**config.mk**
```make
export PLATFORM = sky130hd
export DESIGN_NAME = irq_level_ctrl
export DESIGN_NICKNAME = d
export VERILOG_FILES = /design/src/rtl/irq_lvl_pkg.sv /design/src/rtl/irq_src_bank.sv /design/src/rtl/irq_arbiter.sv /design/src/rtl/irq_stack.sv /design/src/rtl/irq_accept.sv /design/src/rtl/irq_level_ctrl.sv
export SDC_FILE = /design/constraint.sdc
export NUM_CORES = 1
export LEC_CHECK = 0
export ABC_AREA = 1
export BUFFER_PORTS_ARGS = -buffer_cell sky130_fd_sc_hd__buf_2
export CAP_MARGIN = 20
export CORE_MARGIN = 3
export CORE_UTILIZATION = 43
export DETAILED_ROUTE_END_ITERATION = 12
export PLACE_DENSITY_LB_ADDON = 0.12
export SYNTH_ARGS = -nofsm -noshare
export SYNTH_HDL_FRONTEND = slang
export SYNTH_SLANG_ARGS = --single-unit
```
**constraint.sdc**
```tcl
create_clock -name clk -period 8.6 [get_ports clk]
set_input_delay 1.29 -clock clk [delete_from_list [all_inputs] [get_ports clk]]
set_output_delay 1.29 -clock clk [all_outputs]
set_load 0.05 [all_outputs]
```
**src/rtl/irq_lvl_pkg.sv**
```systemverilog
package irq_lvl_pkg;
  parameter int LVL_W = 3;

  // true when level a is more urgent than level b (smaller wins)
  function automatic logic lvl_beats(input logic [LVL_W-1:0] a,
                                     input logic [LVL_W-1:0] b);
    return a < b;
  endfunction

  // the all-ones level marks a source as switched off
  function automatic logic lvl_off(input logic [LVL_W-1:0] l);
    return &l;
  endfunction
endpackage

```
**src/rtl/irq_src_bank.sv**
```systemverilog
module irq_src_bank
  import irq_lvl_pkg::*;
#(
  parameter int NSRC  = 8,
  parameter int IDX_W = $clog2(NSRC)
) (
  input  logic                  clk,
  input  logic                  rst_n,
  input  logic [NSRC-1:0]       src_evt,
  input  logic                  cfg_we,
  input  logic [IDX_W-1:0]      cfg_idx,
  input  logic                  cfg_en,
  input  logic [LVL_W-1:0]      cfg_lvl,
  input  logic                  clr_we,
  input  logic [IDX_W-1:0]      clr_idx,
  output logic [NSRC-1:0]       req_vec,
  output logic [NSRC*LVL_W-1:0] lvl_flat
);
  for (genvar g = 0; g < NSRC; g++) begin : g_src
    logic             pend_q;
    logic             en_q;
    logic [LVL_W-1:0] lvl_q;
    logic             sel_cfg;
    logic             sel_clr;

    assign sel_cfg = cfg_we && (cfg_idx == IDX_W'(g));
    assign sel_clr = clr_we && (clr_idx == IDX_W'(g));

    always_ff @(posedge clk) begin
      if (!rst_n) begin
        pend_q <= 1'b0;
        en_q   <= 1'b0;
        lvl_q  <= '1;
      end else begin
        if (src_evt[g])   pend_q <= 1'b1;
        else if (sel_clr) pend_q <= 1'b0;
        if (sel_cfg) begin
          en_q  <= cfg_en;
          lvl_q <= cfg_lvl;
        end
      end
    end

    assign req_vec[g] = pend_q && en_q && !lvl_off(lvl_q);
    assign lvl_flat[g*LVL_W +: LVL_W] = lvl_q;
  end
endmodule

```
**src/rtl/irq_arbiter.sv**
```systemverilog
module irq_arbiter
  import irq_lvl_pkg::*;
#(
  parameter int NSRC  = 8,
  parameter int IDX_W = $clog2(NSRC)
) (
  input  logic [NSRC-1:0]       req_vec,
  input  logic [NSRC*LVL_W-1:0] lvl_flat,
  output logic                  win_valid,
  output logic [LVL_W-1:0]      win_lvl,
  output logic [IDX_W-1:0]      win_idx
);
  // scan from the top index down; "<=" lets a lower index take a tie
  always_comb begin
    win_valid = 1'b0;
    win_lvl   = '1;
    win_idx   = '0;
    for (int i = NSRC - 1; i >= 0; i--) begin
      if (req_vec[i] &&
          (!win_valid || !lvl_beats(win_lvl, lvl_flat[i*LVL_W +: LVL_W]))) begin
        win_valid = 1'b1;
        win_lvl   = lvl_flat[i*LVL_W +: LVL_W];
        win_idx   = IDX_W'(i);
      end
    end
  end
endmodule

```
**src/rtl/irq_stack.sv**
```systemverilog
module irq_stack #(
  parameter int W     = 27,
  parameter int DEPTH = 4
) (
  input  logic         clk,
  input  logic         rst_n,
  input  logic         push,
  input  logic         pop,
  input  logic [W-1:0] push_data,
  output logic [W-1:0] top_data,
  output logic         full,
  output logic         empty
);
  localparam int CNT_W = $clog2(DEPTH + 1);
  localparam int PTR_W = (DEPTH > 1) ? $clog2(DEPTH) : 1;

  logic [W-1:0]     mem [DEPTH];
  logic [CNT_W-1:0] cnt;
  logic [CNT_W-1:0] top_pos;

  assign full    = (cnt == CNT_W'(DEPTH));
  assign empty   = (cnt == '0);
  assign top_pos = cnt - 1'b1;
  assign top_data = empty ? '0 : mem[top_pos[PTR_W-1:0]];

  always_ff @(posedge clk) begin
    if (!rst_n) begin
      cnt <= '0;
    end else if (pop && !empty) begin
      cnt <= cnt - 1'b1;
    end else if (push && !full) begin
      mem[cnt[PTR_W-1:0]] <= push_data;
      cnt <= cnt + 1'b1;
    end
  end
endmodule

```
**src/rtl/irq_accept.sv**
```systemverilog
module irq_accept
  import irq_lvl_pkg::*;
#(
  parameter int IDX_W = 3
) (
  input  logic             clk,
  input  logic             rst_n,
  input  logic             req_valid,
  input  logic [LVL_W-1:0] req_level,
  input  logic [IDX_W-1:0] req_vector,
  input  logic             gie,
  input  logic             insn_done,
  input  logic             reti,
  input  logic             stk_full,
  input  logic             stk_empty,
  input  logic [LVL_W-1:0] pop_ilm,
  output logic [LVL_W-1:0] ilm,
  output logic             accept_fire,
  output logic             ret_fire,
  output logic             accept_pulse,
  output logic [IDX_W-1:0] acc_vector,
  output logic             ret_pulse,
  output logic             ovf_err,
  output logic             unf_err
);
  logic qualify;
  logic accept_try;

  assign qualify     = req_valid && gie && lvl_beats(req_level, ilm);
  assign ret_fire    = reti && !stk_empty;
  assign accept_try  = insn_done && qualify && !reti;
  assign accept_fire = accept_try && !stk_full;

  always_ff @(posedge clk) begin
    if (!rst_n) begin
      ilm          <= '1;
      accept_pulse <= 1'b0;
      ret_pulse    <= 1'b0;
      acc_vector   <= '0;
      ovf_err      <= 1'b0;
      unf_err      <= 1'b0;
    end else begin
      accept_pulse <= accept_fire;
      ret_pulse    <= ret_fire;
      if (ret_fire) begin
        ilm <= pop_ilm;
      end else if (accept_fire) begin
        ilm        <= req_level;
        acc_vector <= req_vector;
      end
      if (accept_try && stk_full) ovf_err <= 1'b1;
      if (reti && stk_empty)      unf_err <= 1'b1;
    end
  end
endmodule

```
**src/rtl/irq_level_ctrl.sv**
```systemverilog
module irq_level_ctrl
  import irq_lvl_pkg::*;
#(
  parameter int NSRC  = 8,
  parameter int DEPTH = 4,
  parameter int PC_W  = 16,
  parameter int PS_W  = 8,
  parameter int IDX_W = $clog2(NSRC)
) (
  input  logic             clk,
  input  logic             rst_n,
  input  logic [NSRC-1:0]  src_evt,
  input  logic             cfg_we,
  input  logic [IDX_W-1:0] cfg_idx,
  input  logic             cfg_en,
  input  logic [LVL_W-1:0] cfg_lvl,
  input  logic             clr_we,
  input  logic [IDX_W-1:0] clr_idx,
  input  logic             gie,
  input  logic             insn_done,
  input  logic             reti,
  input  logic [PC_W-1:0]  pc_in,
  input  logic [PS_W-1:0]  ps_in,
  output logic             req_valid,
  output logic [LVL_W-1:0] req_level,
  output logic [IDX_W-1:0] req_vector,
  output logic [LVL_W-1:0] ilm,
  output logic             accept_pulse,
  output logic [IDX_W-1:0] acc_vector,
  output logic             ret_pulse,
  output logic [PC_W-1:0]  pc_out,
  output logic [PS_W-1:0]  ps_out,
  output logic             ovf_err,
  output logic             unf_err
);
  localparam int FRAME_W = PS_W + PC_W + LVL_W;

  logic [NSRC-1:0]       req_vec;
  logic [NSRC*LVL_W-1:0] lvl_flat;
  logic                  accept_fire;
  logic                  ret_fire;
  logic                  stk_full;
  logic                  stk_empty;
  logic [FRAME_W-1:0]    push_frame;
  logic [FRAME_W-1:0]    top_frame;

  irq_src_bank #(.NSRC(NSRC), .IDX_W(IDX_W)) u_bank (
    .clk(clk), .rst_n(rst_n), .src_evt(src_evt),
    .cfg_we(cfg_we), .cfg_idx(cfg_idx), .cfg_en(cfg_en), .cfg_lvl(cfg_lvl),
    .clr_we(clr_we), .clr_idx(clr_idx),
    .req_vec(req_vec), .lvl_flat(lvl_flat)
  );

  irq_arbiter #(.NSRC(NSRC), .IDX_W(IDX_W)) u_arb (
    .req_vec(req_vec), .lvl_flat(lvl_flat),
    .win_valid(req_valid), .win_lvl(req_level), .win_idx(req_vector)
  );

  assign push_frame = {ps_in, pc_in, ilm};

  irq_stack #(.W(FRAME_W), .DEPTH(DEPTH)) u_stk (
    .clk(clk), .rst_n(rst_n),
    .push(accept_fire), .pop(ret_fire),
    .push_data(push_frame), .top_data(top_frame),
    .full(stk_full), .empty(stk_empty)
  );

  irq_accept #(.IDX_W(IDX_W)) u_acc (
    .clk(clk), .rst_n(rst_n),
    .req_valid(req_valid), .req_level(req_level), .req_vector(req_vector),
    .gie(gie), .insn_done(insn_done), .reti(reti),
    .stk_full(stk_full), .stk_empty(stk_empty),
    .pop_ilm(top_frame[LVL_W-1:0]),
    .ilm(ilm), .accept_fire(accept_fire), .ret_fire(ret_fire),
    .accept_pulse(accept_pulse), .acc_vector(acc_vector),
    .ret_pulse(ret_pulse), .ovf_err(ovf_err), .unf_err(unf_err)
  );

  always_ff @(posedge clk) begin
    if (!rst_n) begin
      pc_out <= '0;
      ps_out <= '0;
    end else if (ret_fire) begin
      pc_out <= top_frame[LVL_W +: PC_W];
      ps_out <= top_frame[LVL_W+PC_W +: PS_W];
    end
  end
endmodule

```
# Word level (Yosys, flattened, before mapping)
# Memories as Yosys holds them, arrays and structs flattened.
# Index checks and enable logic that the tools add are counted.
[word_totals] memories=1 mem_bits_ro=0 elab_cells=212 output_inout_bits=41 latch_bits=0 mem_bits_rw=108 register_bits=77 inputBits=49
[mem_list] memory="u_stk.mem" depth=4 width=27 read_ports=1 rd_clocked_by_memory_dff=0 wr=1 line="irq_stack.sv:17" text="logic [W-1:0] mem [DEPTH];"
[op_classes] add_sub_neg=2 mux=49 n_shift=0 bitwise_logic=1 magnitude_cmp=8 n_reduce_logical=103 n_eq_ne=15 div=0 mul=0
[op_table] cell="$mux 3" n=20
[op_table] cell="$logic_and 1x1->1" n=49
[op_table] cell="$mux 1" n=28
[op_table] cell="$eq 3x3->1 const B" n=9
[op_table] cell="$mux 27" n=1
[op_table] cell="$logic_not 1->1" n=25
[op_table] cell="$lt 3x3->1" n=8
[op_table] cell="$reduce_and 3->1" n=8
[op_table] cell="$reduce_bool 2->1" n=10
[op_table] cell="$eq 3x2->1 const B" n=4
[op_table] cell="$logic_not 3->1" n=3
[op_table] cell="$logic_or 1x1->1" n=7
[op_table] cell="$eq 3x1->1 const B" n=2
[op_table] cell="$add 3x1->3 const B" n=1
[op_table] cell="$sub 3x1->3 const B" n=1
[op_table] cell="$reduce_and 2->1" n=1
[op_table] cell="$not 1->1" n=1

# Longest topological paths before layout
# Gate-level depths: netlist of run 1.
[depth] word_depth=49 depth_mapped=69 ltp_nobuf=69

# Cells and area by module
# A second synthesis of run 1 with hierarchy kept.
[unflattened] hier_cells=1004 area_unflattened_um2=8758.4
[modules_own_cells] mod="irq_stack" instances=1 area_per_inst_um2=4548.1 cells_each=365 seq_area_each_um2=3303.2
[modules_own_cells] mod="irq_src_bank" instances=1 area_per_inst_um2=1719.1 cells_each=245 seq_area_each_um2=800.8
[modules_own_cells] mod="irq_arbiter" instances=1 area_per_inst_um2=980.9 cells_each=167 seq_area_each_um2=0.0
[modules_own_cells] mod="irq_level_ctrl" instances=1 area_per_inst_um2=980.9 cells_each=151 seq_area_each_um2=480.5
[modules_own_cells] mod="irq_accept" instances=1 area_per_inst_um2=529.3 cells_each=76 seq_area_each_um2=200.2

# Worst setup path after synthesis of run 1
# Ideal clock, no wire load.
[synth_timing] path_kind="flip-flop to flip-flop" startpoint="register u_bank.g_src[7].pend_q" endpoint="memory u_stk.mem[2][0] (enable)" period_less_slack_ps=10547 path_stages_with_launch=60 slack_ps=-1947 arrival_time_ps=10136 setup_ps=411 path_buffers=0 required_time_ps=8189 path_cell_list="dfxtp_1 -> nand2_1 -> clkinv_2 -> nand2_4 -> or2_2 -> ha_1 -> nand2_1 -> inv_1 -> nand2_1 -> nand2_2 -> nand2_4 -> o21ai_0 -> ha_1 -> a221oi_1 -> nand2_2 -> nand2_2 -> nand2_1 -> o21ai_0 -> (+24 left out) -> nand2_2 -> nand2_4 -> o21ai_0 -> ha_1 -> a21oi_1 -> nand2_1 -> inv_1 -> nand2_2 -> nand2_2 -> o21ai_0 -> ha_1 -> nand2_1 -> nand3_1 -> nor4_1 -> nand3_4 -> clkinv_2 -> nand2_2 -> nor2_1"
[synth_via] elab_chain_cells=48 elab_cells_between_ends=64 cone_classes="8 x order compare; 20 x mux; 36 x reduce/logical"
[synth_rtl] item="start: declaration" line="irq_src_bank.sv:20" text="logic pend_q;"
[synth_rtl] item="start signal: assignment" line="irq_src_bank.sv:31" text="pend_q <= 1'b0;"
[synth_rtl] item="start signal: assignment" line="irq_src_bank.sv:35" text="if (src_evt[g]) pend_q <= 1'b1;"
[synth_rtl] item="start signal: assignment" line="irq_src_bank.sv:36" text="else if (sel_clr) pend_q <= 1'b0;"
[synth_rtl] item="$logic_and 1x1->1 (*) (2 in series)" line="irq_src_bank.sv:44" text="assign req_vec[g] = pend_q && en_q && !lvl_off(lvl_q);"
[synth_rtl] item="$mux 3" line="irq_arbiter.sv:19" text="if (req_vec[i] &&"
[synth_rtl] item="$lt 3x3->1" line="irq_lvl_pkg.sv:7" text="return a < b;"
[synth_rtl] item="$logic_not 1->1" line="irq_arbiter.sv:20" text="(!win_valid || !lvl_beats(win_lvl, lvl_flat[i*LVL_W +: LVL_W]))) begin"
[synth_rtl] item="$logic_or 1x1->1" line="irq_arbiter.sv:20"
[synth_rtl] item="$logic_and 1x1->1" line="irq_arbiter.sv:19"
[synth_rtl] item="$mux 3" line="irq_arbiter.sv:19"
[synth_rtl] item="$lt 3x3->1" line="irq_lvl_pkg.sv:7"
[synth_rtl] item="(+29 left out)"
[synth_rtl] item="named net req_level[2]" line="irq_level_ctrl.sv:25" text="output logic [LVL_W-1:0] req_level,"
[synth_rtl] item="(+1 left out)"
[synth_rtl] item="$logic_and 1x1->1 (*)" line="irq_accept.sv:29" text="assign qualify = req_valid && gie && lvl_beats(req_level, ilm);"
[synth_rtl] item="$logic_and 1x1->1 (*) (2 in series)" line="irq_accept.sv:31" text="assign accept_try = insn_done && qualify && !reti;"
[synth_rtl] item="$logic_and 1x1->1 (*)" line="irq_accept.sv:32" text="assign accept_fire = accept_try && !stk_full;"
[synth_rtl] item="$logic_and 1x1->1 (*)" line="irq_stack.sv:31" text="end else if (push && !full) begin"
[synth_rtl] item="$mux 1 (*)" line="irq_stack.sv:31"
[synth_rtl] item="$mux 1 (*)" line="irq_stack.sv:29" text="end else if (pop && !empty) begin"
[synth_rtl] item="$mux 1 (*)" line="irq_stack.sv:27" text="if (!rst_n) begin"
[synth_rtl] item="$mux 1 (not written as such) (*)" line="irq_stack.sv:32" text="mem[cnt[PTR_W-1:0]] <= push_data;"
[synth_rtl] item="end: declaration" line="irq_stack.sv:17"
# The timed path passes the listed nets; every way through them passes the cells marked *.

# Final worst setup path of run 1
[layout_timing] startpoint="register u_bank.g_src[7].en_q" endpoint="output port req_level[2]"
[layout_via] elab_chain_cells=38 elab_cells_between_ends=52 cone_classes="7 x order compare; 15 x mux; 30 x reduce/logical"
[layout_rtl] item="start: declaration" line="irq_src_bank.sv:21" text="logic en_q;"
[layout_rtl] item="start signal: assignment" line="irq_src_bank.sv:38" text="en_q <= cfg_en;"
[layout_rtl] item="$logic_and 1x1->1 (*) (2 in series)" line="irq_src_bank.sv:44"
[layout_rtl] item="$mux 3" line="irq_arbiter.sv:19"
[layout_rtl] item="$lt 3x3->1" line="irq_lvl_pkg.sv:7"
[layout_rtl] item="$logic_not 1->1" line="irq_arbiter.sv:20"
[layout_rtl] item="$logic_or 1x1->1" line="irq_arbiter.sv:20"
[layout_rtl] item="$logic_and 1x1->1" line="irq_arbiter.sv:19"
[layout_rtl] item="$mux 3" line="irq_arbiter.sv:19"
[layout_rtl] item="$lt 3x3->1" line="irq_lvl_pkg.sv:7"
[layout_rtl] item="(+21 left out)"
[layout_rtl] item="$logic_or 1x1->1" line="irq_arbiter.sv:20"
[layout_rtl] item="$logic_and 1x1->1" line="irq_arbiter.sv:19"
[layout_rtl] item="$mux 3" line="irq_arbiter.sv:19"
[layout_rtl] item="$lt 3x3->1" line="irq_lvl_pkg.sv:7"
[layout_rtl] item="$logic_not 1->1" line="irq_arbiter.sv:20"
[layout_rtl] item="$logic_or 1x1->1" line="irq_arbiter.sv:20"
[layout_rtl] item="$logic_and 1x1->1" line="irq_arbiter.sv:19"
[layout_rtl] item="$mux 3 (*)" line="irq_arbiter.sv:19"
[layout_rtl] item="end: declaration" line="irq_level_ctrl.sv:25"
# Mark *: on every way between the ends. The rest lies on a longest branch, timed or not.

==> report_table.html, run 1 <==
<table>
<tr><th>Metric</th><th>Value</th></tr>
<tr><th colspan="2">Run status</th></tr>
<tr><td>Run status</td><td>finished clean</td></tr>
<tr><th colspan="2">STA</th></tr>
<tr><td>Post-route fraction of the period consumed by the critical path</td><td>99.1%</td></tr>
<tr><td>Max-slew headroom</td><td>30.8%</td></tr>
<tr><td>Actual slew at the worst max-slew pin</td><td>1.04 ns</td></tr>
<tr><td>Worst-case hold slack</td><td>0.449 ns</td></tr>
<tr><td>Post-route worst setup slack</td><td>0.0772 ns</td></tr>
<tr><td>Max Clock Skew</td><td>0.00871 ns</td></tr>
<tr><td>Hold Vio Cnt, Final</td><td>0</td></tr>
<tr><td>Maximum frequency from static timing analysis</td><td>117 MHz</td></tr>
<tr><td>Count of endpoints failing setup in the final report</td><td>0</td></tr>
<tr><td>Slew Limit Fails</td><td>0</td></tr>
<tr><td>Unrepaired setup endpoints after global routing</td><td>true</td></tr>
<tr><td>Minimum clock period</td><td>8.52 ns</td></tr>
<tr><th colspan="2">Clock tree</th></tr>
<tr><td>Insertion delay of the later-clocked pin in the worst-skew pair</td><td>0.42 ns</td></tr>
<tr><td>Total number of H-tree levels</td><td>4</td></tr>
<tr><td>Clock slew at the register clock pins of the worst setup and hold paths</td><td>0.07 ns</td></tr>
<tr><td>Cell chosen for the clock root</td><td>sky130_fd_sc_hd__clkbuf_16</td></tr>
<tr><td>Number of buffers inserted during clock tree synthesis</td><td>17</td></tr>
<tr><td>Clock tree from TritonCTS</td><td>yes</td></tr>
<tr><td>CTS sink cnt</td><td>185</td></tr>
<tr><td>Maximum buffer depth of the clock tree</td><td>2</td></tr>
<tr><td>CTS Hold Buffers Added</td><td>0</td></tr>
<tr><th colspan="2">Power</th></tr>
<tr><td>Leakage power summed over all cells</td><td>4.44 nW</td></tr>
<tr><td>Sequential power share</td><td>53.7%</td></tr>
<tr><td>Ratio of total power to cell area</td><td>175 nW/µm²</td></tr>
<tr><td>Total net switching power</td><td>0.407 mW</td></tr>
<tr><td>Clk network pwr share</td><td>41.6%</td></tr>
<tr><td>Maximum vdd drop</td><td>0.000144 V</td></tr>
<tr><td>Internal power component</td><td>1.36 mW</td></tr>
<tr><td>Combinational Power Share</td><td>4.6%</td></tr>
<tr><td>Net switching fraction of the power</td><td>23.1%</td></tr>
<tr><th colspan="2">Die</th></tr>
<tr><td>Initial core utilization</td><td>44.3%</td></tr>
<tr><td>Die Area</td><td>20400 µm²</td></tr>
<tr><td>Core ar.</td><td>18200 µm²</td></tr>
<tr><td>I/O pin count</td><td>90</td></tr>
<tr><td>Std cell rows</td><td>49</td></tr>
<tr><td>Vertical die dimension</td><td>143 µm</td></tr>
<tr><td>Width of the die</td><td>143 µm</td></tr>
<tr><th colspan="2">Synthesis</th></tr>
<tr><td>Async set or reset register ratio after synthesis</td><td>0%</td></tr>
<tr><td>Leading area contributor after synthesis</td><td>sky130_fd_sc_hd__edfxtp_1</td></tr>
<tr><td>Post-synthesis net count</td><td>922</td></tr>
<tr><td>Synth top area share</td><td>40.2%</td></tr>
<tr><td>Top area cells in the synthesized netlist</td><td>sky130_fd_sc_hd__edfxtp_1, sky130_fd_sc_hd__dfxtp_1, sky130_fd_sc_hd__nor2_1</td></tr>
<tr><td>Sequential cell area fraction in the yosys report</td><td>59.3%</td></tr>
<tr><td>Commonest cells in the synthesized netlist</td><td>sky130_fd_sc_hd__nor2_1, sky130_fd_sc_hd__edfxtp_1, sky130_fd_sc_hd__o21ai_0</td></tr>
<tr><td>Cell Area, Synth</td><td>8060 µm²</td></tr>
<tr><td>Count of flip-flops with a built-in enable after synthesis</td><td>108</td></tr>
<tr><td>Flip-flop and latch count after synthesis</td><td>185</td></tr>
<tr><td>Leading register cell type out of synthesis</td><td>sky130_fd_sc_hd__edfxtp_1</td></tr>
<tr><td>Number of instances in the synthesized netlist</td><td>852</td></tr>
<tr><td>Library cell with the highest instance count after synthesis</td><td>sky130_fd_sc_hd__nor2_1</td></tr>
<tr><td>Ys Warns</td><td>0</td></tr>
<tr><td>Post-Synthesis Mean Instance Area</td><td>9.46 µm²</td></tr>
<tr><td>Post-synthesis cell type count</td><td>38</td></tr>
<tr><th colspan="2">Critical path</th></tr>
<tr><td>Worst reg2reg endpoint</td><td>u_stk.mem[3][2]</td></tr>
<tr><td>Worst stage delay on the critical path</td><td>0.35 ns</td></tr>
<tr><td>Kind of cell adding the most delay to the critical path</td><td>simple AND/OR/NAND/NOR gates</td></tr>
<tr><td>Reg2Reg Setup Slack</td><td>0.18 ns</td></tr>
<tr><td>Count of buffer and inverter cells on the critical path</td><td>7</td></tr>
<tr><td>Sort of element at the end of the critical path</td><td>output port</td></tr>
<tr><td>Logic depth of the worst setup path including buffers</td><td>53</td></tr>
<tr><td>R2r startpoint</td><td>u_bank.g_src[7].en_q</td></tr>
<tr><td>Capture point of the critical path</td><td>req_level[2]</td></tr>
<tr><td>CP Launch Point</td><td>u_bank.g_src[7].en_q</td></tr>
<tr><td>CP Class</td><td>flip-flop to output port</td></tr>
<tr><td>Critical path fanouts, max</td><td>6</td></tr>
<tr><td>Required time worst endpoint</td><td>7.31 ns</td></tr>
<tr><td>Critical-path cell with the highest stage delay</td><td>sky130_fd_sc_hd__dfxtp_2</td></tr>
<tr><td>Worst-case reg-to-reg path depth</td><td>63</td></tr>
<tr><td>CP Launch Type</td><td>flip-flop</td></tr>
<tr><td>Critical path arrival</td><td>7.23 ns</td></tr>
<tr><th colspan="2">Detailed routing</th></tr>
<tr><td>Total Routed Length</td><td>19.9 mm</td></tr>
<tr><td>Detail-routed net length per standard cell</td><td>16.4 µm</td></tr>
<tr><td>Vias per Instance</td><td>5.11</td></tr>
<tr><td>DR vias</td><td>6204</td></tr>
<tr><td>Iteration-0 DRC Markers</td><td>450</td></tr>
<tr><td>Number of antenna-violating nets in the routed design</td><td>0</td></tr>
<tr><td>Number of iterations in the first detailed-routing pass</td><td>4</td></tr>
<tr><td>Remaining routing DRC violations</td><td>0</td></tr>
<tr><th colspan="2">Global route</th></tr>
<tr><td>Met3 usage</td><td>3.85%</td></tr>
<tr><td>Gr ovfl total</td><td>0</td></tr>
<tr><td>Number of antenna violations at the first check in global routing</td><td>0</td></tr>
<tr><td>Pin count of the biggest net entering global routing</td><td>59</td></tr>
<tr><td>Vias in the first global route</td><td>6054</td></tr>
<tr><td>Wire length of the first global-routing pass</td><td>31.4 mm</td></tr>
<tr><td>Aggregate global-route resource usage</td><td>19.7%</td></tr>
<tr><td>Met1 capacity usage during global routing</td><td>26.7%</td></tr>
<tr><td>GRT Max-Usage Layer</td><td>met2</td></tr>
<tr><td>GR Layer Usage met2</td><td>31.8%</td></tr>
<tr><th colspan="2">Final layout</th></tr>
<tr><td>FILL cells</td><td>1618</td></tr>
<tr><td>Area growth, synth to finish</td><td>25.1%</td></tr>
<tr><td>Nets@finish</td><td>1044</td></tr>
<tr><td>N_diodes</td><td>0</td></tr>
<tr><td>Fraction of layout cells with a size suffix above 1</td><td>26.5%</td></tr>
<tr><th colspan="2">Flow run</th></tr>
<tr><td>Maximum capacitance violations</td><td>0</td></tr>
<tr><th colspan="2">Min path</th></tr>
<tr><td>Hold crit path type</td><td>flip-flop to flip-flop</td></tr>
<tr><td>Hold Startpoint</td><td>u_acc.ovf_err</td></tr>
<tr><th colspan="2">Place</th></tr>
<tr><td>HPWL after detailed placement</td><td>12.9 mm</td></tr>
<tr><td>Final weighted congestion in routability-driven placement</td><td>0.807</td></tr>
<tr><td>Minimum setup slack after placement</td><td>-0.143 ns</td></tr>
<tr><td>Total of buffers placed on input and output ports</td><td>89</td></tr>
</table>
==> cell type report <==
cell class                 count  area (µm²)  share of cell area [%]
tap                          229         287                    2.84
sequential                   185        4790                    47.5
clock inverter                13         109                    1.08
multi-input combinational    530        3130                    31.0
clock buffer                  18         439                    4.35
timing repair buffer         138         948                    9.40
inverter                     102         388                    3.85
==> metal layers <==
metal  up-vias  wire, µm
met3        24       769
li1       3122         -
met2       122      9490
met5         -         0
met1      2936      9330
met4         0       335
==> metrics by stage <==
step	setup TNS (ns)	util, %	cells	area, µm²	power (mW)
6_report	0	55.4	1215	10100	1.76
5_1_grt	-29.31	55.4	1215	10100	1.83
4_1_cts	0	52.8	1191	9610	1.77
3_5_place_dp	-13.93	49.2	1155	8960	1.04
3_3_place_gp	0	49.2	1155	8960	1.04
2_1_floorplan	0	-	852	8160	1.01
==> timing repair <==
action | CTS | global route
setup endpoints to repair | 114 | 125
pin swaps | 11 | 48
gates resized for setup | 25 | 64
gates cloned | 0 | 2
buffers inserted | 5 | 22
==> power by group through the flow <==
stage	logic, mW	registers [mW]	clock network, mW
after global routing	0.0911	0.948	0.788
final	0.0820	0.947	0.734
after global placement	0.0725	0.967	0
after CTS	0.0746	0.947	0.753
after floorplan	0.0415	0.967	0
after detailed placement	0.0728	0.967	0
==> layout by cell type (no fill, tap or decap), types with 8 or more instances in the layout <==
master / Yosys / routed
sky130_fd_sc_hd__buf_2: 3 / 83
sky130_fd_sc_hd__dfxtp_1: 77 / 74
sky130_fd_sc_hd__inv_1: 96 / 94
sky130_fd_sc_hd__clkbuf_16: 0 / 18
sky130_fd_sc_hd__a21oi_1: 20 / 16
sky130_fd_sc_hd__o21ai_0: 105 / 91
sky130_fd_sc_hd__o22ai_1: 27 / 27
sky130_fd_sc_hd__buf_6: 0 / 8
sky130_fd_sc_hd__nand2_1: 104 / 91
sky130_fd_sc_hd__buf_4: 2 / 39
sky130_fd_sc_hd__o211ai_1: 20 / 20
sky130_fd_sc_hd__nand3_1: 23 / 22
sky130_fd_sc_hd__nand2_2: 22 / 26
sky130_fd_sc_hd__ha_1: 21 / 14
sky130_fd_sc_hd__edfxtp_1: 108 / 108
sky130_fd_sc_hd__nand2_4: 6 / 14
sky130_fd_sc_hd__nor2_1: 146 / 141
==> flip-flops by register name (all words and copies together) (netlist names) <==
register,flops
u_acc.accept_pulse,1
ps_out,8
u_acc.ret_pulse,1
u_acc.unf_err,1
u_bank.g_src.en_q,8
u_acc.acc_vector,3
u_stk.mem,108
u_stk.cnt,3
pc_out,16
u_acc.ovf_err,1
u_bank.g_src.lvl_q,24
u_acc.ilm,3
u_bank.g_src.pend_q,8
==> tightest hold or removal path, delay by kind of cell (launching register included) <==
kind | cells | cell delay, ns
flip-flops | 1 | 0.31
AO/OA/AOI/OAI | 1 | 0.05
buffers and inverters | 1 | 0.04
==> how the worst min path moves through the flow <==
stage | endpoint | slack, ns | depth (start not counted)
floorplan | u_bank.g_src[3].pend_q | 0.44 | 2
global placement | u_acc.ovf_err | 0.44 | 2
detailed placement | u_acc.ovf_err | 0.44 | 2
CTS | u_acc.ovf_err | 0.45 | 2
global route | u_acc.acc_vector[1] | 0.49 | 2
finish | u_acc.ovf_err | 0.45 | 2
==> kinds of logic after synthesis <==
| group | after synthesis | synth area share, % |
|---|---|---|
| xor+xnor | 3 | 0.326 |
| compound gates | 186 | 13.1 |
| fa+ha+maj | 21 | 3.26 |
| buf+inv | 137 | 6.55 |
| simple gates | 320 | 17.4 |
| flops | 185 | 59.3 |
Note: power is estimated with default switching activity, not from simulation.
==> inputs of run 2 (changes only) <==
MAX_ROUTING_LAYER = met4   (was not set)
==> report_table.html, run 2 (synthesis results as in run 1) <==
<table>
<tr><th>Metric</th><th>Value</th></tr>
<tr><th colspan="2">Clock tree</th></tr>
<tr><td>CTS sink cnt</td><td>185</td></tr>
<tr><td>Total number of H-tree levels</td><td>4</td></tr>
<tr><td>Number of buffers inserted during clock tree synthesis</td><td>17</td></tr>
<tr><td>Insertion delay of the later-clocked pin in the worst-skew pair</td><td>0.43 ns</td></tr>
<tr><td>Clock tree from TritonCTS</td><td>yes</td></tr>
<tr><td>Cell chosen for the clock root</td><td>sky130_fd_sc_hd__clkbuf_16</td></tr>
<tr><td>Clock slew at the register clock pins of the worst setup and hold paths</td><td>0.07 ns</td></tr>
<tr><td>Maximum buffer depth of the clock tree</td><td>2</td></tr>
<tr><th colspan="2">Critical path</th></tr>
<tr><td>CP Class</td><td>flip-flop to output port</td></tr>
<tr><td>CP Launch Type</td><td>flip-flop</td></tr>
<tr><td>Worst stage delay on the critical path</td><td>0.35 ns</td></tr>
<tr><td>Sort of element at the end of the critical path</td><td>output port</td></tr>
<tr><td>R2r startpoint</td><td>u_bank.g_src[7].en_q</td></tr>
<tr><td>Critical-path cell with the highest stage delay</td><td>sky130_fd_sc_hd__dfxtp_2</td></tr>
<tr><td>Critical path fanouts, max</td><td>6</td></tr>
<tr><td>Critical path arrival</td><td>7.23 ns</td></tr>
<tr><td>CP Launch Point</td><td>u_bank.g_src[7].en_q</td></tr>
<tr><td>Required time worst endpoint</td><td>7.31 ns</td></tr>
<tr><th colspan="2">STA</th></tr>
<tr><td>Unrepaired setup endpoints after global routing</td><td>true</td></tr>
<tr><td>Actual slew at the worst max-slew pin</td><td>1.06 ns</td></tr>
<tr><td>Count of endpoints failing setup in the final report</td><td>0</td></tr>
<tr><td>Post-route fraction of the period consumed by the critical path</td><td>99.0%</td></tr>
<tr><td>Worst-case hold slack</td><td>0.448 ns</td></tr>
<tr><td>Hold Vio Cnt, Final</td><td>0</td></tr>
<tr><td>Max Clock Skew</td><td>0.0100 ns</td></tr>
<tr><td>Minimum clock period</td><td>8.52 ns</td></tr>
<tr><td>Max-slew headroom</td><td>29.0%</td></tr>
<tr><td>Slew Limit Fails</td><td>0</td></tr>
<tr><td>Maximum frequency from static timing analysis</td><td>117 MHz</td></tr>
<tr><th colspan="2">Global route</th></tr>
<tr><td>Vias in the first global route</td><td>6048</td></tr>
<tr><td>Pin count of the biggest net entering global routing</td><td>59</td></tr>
<tr><td>Wire length of the first global-routing pass</td><td>31.4 mm</td></tr>
<tr><td>Gr ovfl total</td><td>0</td></tr>
<tr><td>Aggregate global-route resource usage</td><td>20.3%</td></tr>
<tr><td>Number of antenna violations at the first check in global routing</td><td>0</td></tr>
<tr><th colspan="2">Detailed routing</th></tr>
<tr><td>Detail-routed net length per standard cell</td><td>16.5 µm</td></tr>
<tr><td>Number of antenna-violating nets in the routed design</td><td>0</td></tr>
<tr><td>Remaining routing DRC violations</td><td>0</td></tr>
<tr><td>Vias per Instance</td><td>5.15</td></tr>
<tr><td>Iteration-0 DRC Markers</td><td>495</td></tr>
<tr><td>Total Routed Length</td><td>20.1 mm</td></tr>
<tr><td>DR vias</td><td>6273</td></tr>
<tr><td>Number of iterations in the first detailed-routing pass</td><td>5</td></tr>
<tr><th colspan="2">Power</th></tr>
<tr><td>Total Power</td><td>1.77 mW</td></tr>
<tr><td>Ratio of total power to cell area</td><td>174 nW/µm²</td></tr>
<tr><td>Maximum vdd drop</td><td>0.000147 V</td></tr>
<tr><td>Leakage power summed over all cells</td><td>4.46 nW</td></tr>
<tr><th colspan="2">Final layout</th></tr>
<tr><td>Max reg flops</td><td>108</td></tr>
<tr><td>Most frequent cells in the layout</td><td>sky130_fd_sc_hd__nor2_1, sky130_fd_sc_hd__edfxtp_1, sky130_fd_sc_hd__inv_1</td></tr>
<tr><td>Area growth, synth to finish</td><td>25.7%</td></tr>
<tr><td>Total non-filler cell area in the finished layout</td><td>10100 µm²</td></tr>
<tr><td>Fin cells</td><td>1217</td></tr>
<tr><td>Leading cell type in the layout, fill and taps excluded</td><td>sky130_fd_sc_hd__nor2_1</td></tr>
<tr><td>Fraction of layout cells with a size suffix above 1</td><td>26.6%</td></tr>
<tr><td>Nets@finish</td><td>1046</td></tr>
<tr><td>N_diodes</td><td>0</td></tr>
<tr><td>Final Util</td><td>55.7%</td></tr>
<tr><th colspan="2">Die</th></tr>
<tr><td>Width of the die</td><td>143 µm</td></tr>
<tr><td>I/O pin count</td><td>90</td></tr>
<tr><td>Core ar.</td><td>18200 µm²</td></tr>
<tr><td>Std cell rows</td><td>49</td></tr>
<tr><td>Die Area</td><td>20400 µm²</td></tr>
<tr><td>Initial core utilization</td><td>44.3%</td></tr>
<tr><td>Vertical die dimension</td><td>143 µm</td></tr>
<tr><th colspan="2">Place</th></tr>
<tr><td>Final weighted congestion in routability-driven placement</td><td>0.819</td></tr>
<tr><td>HPWL after detailed placement</td><td>12.9 mm</td></tr>
<tr><td>DP Area</td><td>8960 µm²</td></tr>
<tr><td>Post-placement cell count</td><td>1155</td></tr>
<tr><td>Total of buffers placed on input and output ports</td><td>89</td></tr>
<tr><th colspan="2">Flow run</th></tr>
<tr><td>Maximum capacitance violations</td><td>0</td></tr>
<tr><th colspan="2">Min path</th></tr>
<tr><td>Hold Startpoint</td><td>u_acc.ovf_err</td></tr>
<tr><td>Hold crit path type</td><td>flip-flop to flip-flop</td></tr>
<tr><th colspan="2">Run status</th></tr>
<tr><td>Run status</td><td>finished clean</td></tr>
</table>
run 2: critical path: cells and delay by family (launching register included):
kind / cells / cell delay (ns)
AO/OA/AOI/OAI: 12 / 1.76
AND/OR/NAND/NOR: 27 / 2.36
adder cells (fa/ha/maj): 7 / 1.72
buffers and inverters: 7 / 0.59
flip-flops: 1 / 0.35
run 2: cell type report:
| cell class | instances | area (µm²) |
|---|---|---|
| fillers | 1604 | 8070 |
| flip-flops and latches | 185 | 4790 |
| multi-input cells | 530 | 3130 |
| repair buffers | 140 | 1000 |
| clock buffers | 18 | 439 |
| inverters | 102 | 388 |
| well taps | 229 | 287 |
| clock inverters | 13 | 109 |
run 2: per-layer routing:
metal / up-vias / share of wire [%] / GRT usage, %
li1: 3128 / - / -
met1: 2991 / 47 / 26.7
met2: 128 / 48 / 31.8
met3: 26 / 3.8 / 3.85
met4: 0 / 1.8 / 6.50
met5: - / 0 / -
run 2: repair_timing:
| action | in CTS | in global routing |
|---|---|---|
| pin swaps | 11 | 49 |
| hold buffers | 0 | 0 |
| setup buffers | 5 | 23 |
| setup endpoints to repair | 114 | 125 |
| cloned | 0 | 3 |
| gates resized for setup | 25 | 66 |
run 2: path summary, 6_finish.rpt:
kind                            to  depth (start not counted)  slack (ns)
hold reg to reg      u_acc.ovf_err                          2        0.45
setup reg to reg  u_stk.mem[1][16]                         64        0.22
setup / recovery      req_level[2]                         53        0.08
hold / removal       u_acc.ovf_err                          2        0.45
run 2: where the power goes:
part	switching, mW	internal, mW	leakage (nW)
clock	0.351	0.385	0.270
sequential	0.00506	0.942	1.59
combinational	0.0534	0.0288	2.59
total	0.410	1.36	4.46
run 2: metrics by stage:
step | setup WS [ns] | TNS, ns
after CTS | 0.00105 | 0
final | 0.0846 | 0
after floorplan | 0.0156 | 0
after detailed placement | -0.143 | -13.93
after global placement | 0.00836 | 0
after global routing | -0.364 | -28.40
